==> config.mk <==
export PLATFORM = sky130hd
export DESIGN_NAME = cig_adder
export DESIGN_NICKNAME = d
export VERILOG_FILES = /design/src/rtl/cig_pkg.sv /design/src/rtl/cig_pg.sv /design/src/rtl/cig_group.sv /design/src/rtl/cig_sum.sv /design/src/rtl/cig_adder.sv
export SDC_FILE = /design/constraint.sdc
export NUM_CORES = 1
export LEC_CHECK = 0
export BUFFER_PORTS_ARGS = -buffer_cell sky130_fd_sc_hd__buf_4
export CAP_MARGIN = 20
export CORE_MARGIN = 4
export CORE_UTILIZATION = 45
export DETAILED_ROUTE_END_ITERATION = 10
export PLACE_DENSITY = 0.88
export SETUP_SLACK_MARGIN = 0.02
export SLEW_MARGIN = 20
export SYNTH_ARGS = -nofsm -noshare
export SYNTH_HDL_FRONTEND = slang
export SYNTH_SLANG_ARGS = --single-unit
export TNS_END_PERCENT = 5
==> constraint.sdc <==
create_clock -name vclk -period 5.6
set_input_delay 0.56 -clock vclk [all_inputs]
set_output_delay 0.56 -clock vclk [all_outputs]
set_load 0.02 [all_outputs]
==> src/rtl/cig_pkg.sv <==
package cig_pkg;

  function automatic int grpSize(input int idx, input int grp, input bit growing);
    return growing ? grp + idx : grp;
  endfunction

  function automatic int grpBase(input int idx, input int grp, input bit growing);
    int acc;
    acc = 0;
    for (int k = 0; k < idx; k++) acc += grpSize(k, grp, growing);
    return acc;
  endfunction

  function automatic int grpCount(input int width, input int grp, input bit growing);
    int n;
    int acc;
    n = 0;
    acc = 0;
    while (acc < width) begin
      acc += grpSize(n, grp, growing);
      n++;
    end
    return n;
  endfunction

endpackage

==> src/rtl/cig_pg.sv <==
module cig_pg #(
  parameter int WIDTH = 32
) (
  input  logic [WIDTH-1:0] opA,
  input  logic [WIDTH-1:0] opB,
  output logic [WIDTH-1:0] bitGen,
  output logic [WIDTH-1:0] bitProp
);
  // one generate/propagate pair per bit, shared by both carry cases
  assign bitGen  = opA & opB;
  assign bitProp = opA ^ opB;
endmodule

==> src/rtl/cig_group.sv <==
module cig_group #(
  parameter int SIZE = 4
) (
  input  logic [SIZE-1:0] gen,
  input  logic [SIZE-1:0] prop,
  input  logic            groupCin,
  output logic [SIZE-1:0] bitCarry,
  output logic            groupCout
);
  logic [SIZE-1:0] runGen;
  logic [SIZE-1:0] runProp;

  // running terms from the group base: the carries for a zero carry-in
  assign runGen[0]  = gen[0];
  assign runProp[0] = prop[0];
  for (genvar m = 1; m < SIZE; m++) begin : g_run
    assign runGen[m]  = gen[m] | (prop[m] & runGen[m-1]);
    assign runProp[m] = prop[m] & runProp[m-1];
  end

  // increment correction once the real carry-in is known
  assign bitCarry[0] = groupCin;
  for (genvar m = 1; m < SIZE; m++) begin : g_fix
    assign bitCarry[m] = runGen[m-1] | (runProp[m-1] & groupCin);
  end
  assign groupCout = runGen[SIZE-1] | (runProp[SIZE-1] & groupCin);
endmodule

==> src/rtl/cig_sum.sv <==
module cig_sum #(
  parameter int WIDTH = 32
) (
  input  logic [WIDTH-1:0] bitProp,
  input  logic [WIDTH-1:0] carryVec,
  output logic [WIDTH-1:0] sum
);
  // single final XOR per bit
  assign sum = bitProp ^ carryVec;
endmodule

==> src/rtl/cig_adder.sv <==
module cig_adder #(
  parameter int WIDTH      = 32,
  parameter int GROUP_BITS = 4,
  parameter bit GROWING    = 1'b0
) (
  input  logic [WIDTH-1:0] opA,
  input  logic [WIDTH-1:0] opB,
  input  logic             carryIn,
  output logic [WIDTH-1:0] sum,
  output logic             carryOut
);
  import cig_pkg::*;

  localparam int NUM_GROUPS = grpCount(WIDTH, GROUP_BITS, GROWING);

  logic [WIDTH-1:0]    bitGen;
  logic [WIDTH-1:0]    bitProp;
  logic [WIDTH-1:0]    carryVec;
  logic [NUM_GROUPS:0] groupCarry;

  cig_pg #(.WIDTH(WIDTH)) u_pg (
    .opA(opA), .opB(opB), .bitGen(bitGen), .bitProp(bitProp)
  );

  assign groupCarry[0] = carryIn;

  for (genvar g = 0; g < NUM_GROUPS; g++) begin : g_grp
    localparam int BASE = grpBase(g, GROUP_BITS, GROWING);
    localparam int FULL = grpSize(g, GROUP_BITS, GROWING);
    localparam int SZ   = (BASE + FULL > WIDTH) ? (WIDTH - BASE) : FULL;
    cig_group #(.SIZE(SZ)) u_group (
      .gen      (bitGen[BASE +: SZ]),
      .prop     (bitProp[BASE +: SZ]),
      .groupCin (groupCarry[g]),
      .bitCarry (carryVec[BASE +: SZ]),
      .groupCout(groupCarry[g+1])
    );
  end

  cig_sum #(.WIDTH(WIDTH)) u_sum (
    .bitProp(bitProp), .carryVec(carryVec), .sum(sum)
  );

  assign carryOut = groupCarry[NUM_GROUPS];
endmodule

==> impl_results.md <==
- Synth top area share: 30.6%
- CP Launch Type: input port
- Port Buf Inserts: 98
- Crit Path Max Fanout: 4
- Pwr dens: 157 mW/mm²
- Synthesis Warnings: 0
- Met1 Routed Length: 1320 µm
- Finish-stage setup viols: 0
- Post-DP HPWL: between 3000 and 4000 µm
- Antenna violations before repair: 0
- Post-CTS Setup Bufs: 0
- Routed Wire Length: roughly 3600 µm
- CTS hold repair buffers: 0
- Via Count: around 1500
- Met3 Wirelength: 369 µm
- Final min period: between 3 and 4 ns
- Nets: 362
- Core area: approximately 0.0028 mm²
- Starting Density: 47.5%
- Seq_cells: 0
- Critical path endpoint category: output pin
- Chip height: 61.9 µm
- Cell count after synthesis: 157
- Max VDD drop: 0.000125 V
- Setup TNS: 0 ns
- Seq/Total Area, Yosys: 0%
- Synth Cell Area: between 0.001 and 0.0015 mm²
- Clock power frac: 0%
- Crit Path Category: in2out
- Vias in the first global route: 1460
- TritonRoute pass-1 iters: 3
- Yosys top cell by area: ha_1
- Slew HR: roughly three quarters
- Fillers: around 220
- Final ANT Viol Nets: 0
- Crit path arrival time: 3.15 ns
- RSZ-0062 raised after global routing: false
- Cell Rows: 19
- Net Sw Power: 0.171 mW
- Comb power frac: 100.0%
- Fmax: between 0.2 and 0.3 GHz
- Max cap viols: 0
- Global route overflow: 0
- GPL Wtd Cong: roughly 0.82
- Static Leak: 1.12 nW
- Pins over their slew limit: 0
- Clock buf count: 0
- Largest net degree at the start of global routing: 7
- Final Power: 0.326 mW
- Sequential Power Share: 0%
- Synth area leaders: ha_1 31%, fa_1 12%, xnor2_1 7.4%, xor2_1 7.4%, a21oi_1 6.1%
- Post-synth cell types: 32
- Top sig layer: met4
- Iteration-0 DRC Markers: 35
- Hold Path Class: in2out
- Outcome: finished clean
- First-pass GRT wire length: between 5000 and 6000 µm
- Post_cts resized: 0
- Diodes inserted: 0
- Via density: 5.28
- I/O pin cnt: 98
- Endpoints failing hold: 0
- Switching Share: between 50% and 60%
- CP required: 5.04 ns
- Die ar.: approximately 0.0038 mm²
- Mean area per synthesized cell: 8.34 µm²
- Internal Power: between 0.15 and 0.2 mW
- Layout cells sized above 1: approximately two fifths
- Die width: roughly 62 µm
- Area delta synth->final: 59.2%
- Final Cycle Share: between 60% and 70%
- Worst slew pin tran: between 0.3 and 0.4 ns
- GR Util All Layers: 18.3%
- Synth Net Count: between 200 and 300
- Reg area: 0 µm²
- Met2 Wirelength: 1880 µm
- WL/cell: roughly 13 µm
- DRC errors left: 0
[worst paths after layout]
kind                    from  endpoint  slack (ns)  cells past startpoint
worst max-delay path  opA[0]   sum[29]        1.89                     12
worst min-delay path  opB[4]    sum[4]        1.49                      3
[power by group through the flow]
stage	sequential (mW)	combinational, mW	clock [mW]
after global routing	0	0.356	0
final	0	0.326	0
after detailed placement	0	0.329	0
after global placement	0	0.323	0
after CTS	0	0.330	0
after floorplan	0	0.195	0
[per-layer routing]
| metal | global-route usage (%) | up-vias |
|---|---|---|
| met1 | 21.5 | 679 |
| li1 | - | 771 |
| met2 | 35.4 | 55 |
| met4 | 2.42 | 0 |
| met3 | 2.69 | 4 |
| met5 | 0 | - |
[cell type report]
| class | instances | area, µm² | share of cell area, % |
|---|---|---|---|
| multi-input cells | 143 | 1260 | 60.3 |
| repair buffers | 98 | 736 | 35.3 |
| inverters | 14 | 52.6 | 2.52 |
| well taps | 31 | 38.8 | 1.86 |
[cell usage in the layout (no fill, tap or decap), drive strengths merged, types with 2 or more instances in the layout]
cell     n
o21a     4
ha      32
xor2    11
a21oi   18
o21ai    7
buf     98
a21o     6
nand2b   2
nor3     3
xnor2   11
nor2     6
o21bai   3
and3     2
a211o    3
nand4    2
inv     14
a31oi    2
nand3    5
nand2    9
fa       8
[critical path, cell delays in order]
cell and delay [ns]:
buf_4 0.11, ha_1 0.30, a211o_1 0.33, a211o_1 0.28, a22o_1 0.22, and3_4 0.18
o21ai_2 0.14, a21oi_2 0.12, a21o_1 0.21, fa_1 0.37, xor2_1 0.15, buf_4 0.16
[per-stage QoR]
| stage | instance area, µm² | hold slack (ns) | util, % | instances | setup slack (ns) |
|---|---|---|---|---|---|
| final | 2080 | 1.49 | 75.5 | 286 | 1.89 |
| after global routing | 2080 | 1.51 | 75.5 | 286 | 1.75 |
| after CTS | 2080 | 1.50 | 75.5 | 286 | 1.89 |
| after detailed placement | 2080 | 1.50 | 75.5 | 286 | 1.89 |
| after global placement | 2080 | 1.49 | 75.5 | 286 | 1.92 |
| after floorplan | 1310 | 1.38 | - | 157 | 2.06 |
[Yosys cell counts (2+ instances only)]
cell type	count
o21ai_0	6
a31oi_1	2
a211o_1	3
nand4_1	2
nor2_1	6
o21a_1	3
fa_1	8
xnor2_1	11
nand3_1	5
nand2b_1	2
a21o_1	6
nand2_1	9
nor3_1	3
ha_1	32
a21oi_1	16
xor2_1	11
a21oi_2	2
inv_1	14
o21bai_1	3
[kinds of logic (layout without fill, tap and decap cells)]
logic type,after synthesis,after routing,share of synthesized area (%)
compound gates,49,49,26.1
xor+xnor,22,22,14.7
fa+ha+maj,40,40,42.8
buf+inv,14,112,4.02
simple gates,32,32,12.3
Note: power is estimated with default switching activity, not from simulation.
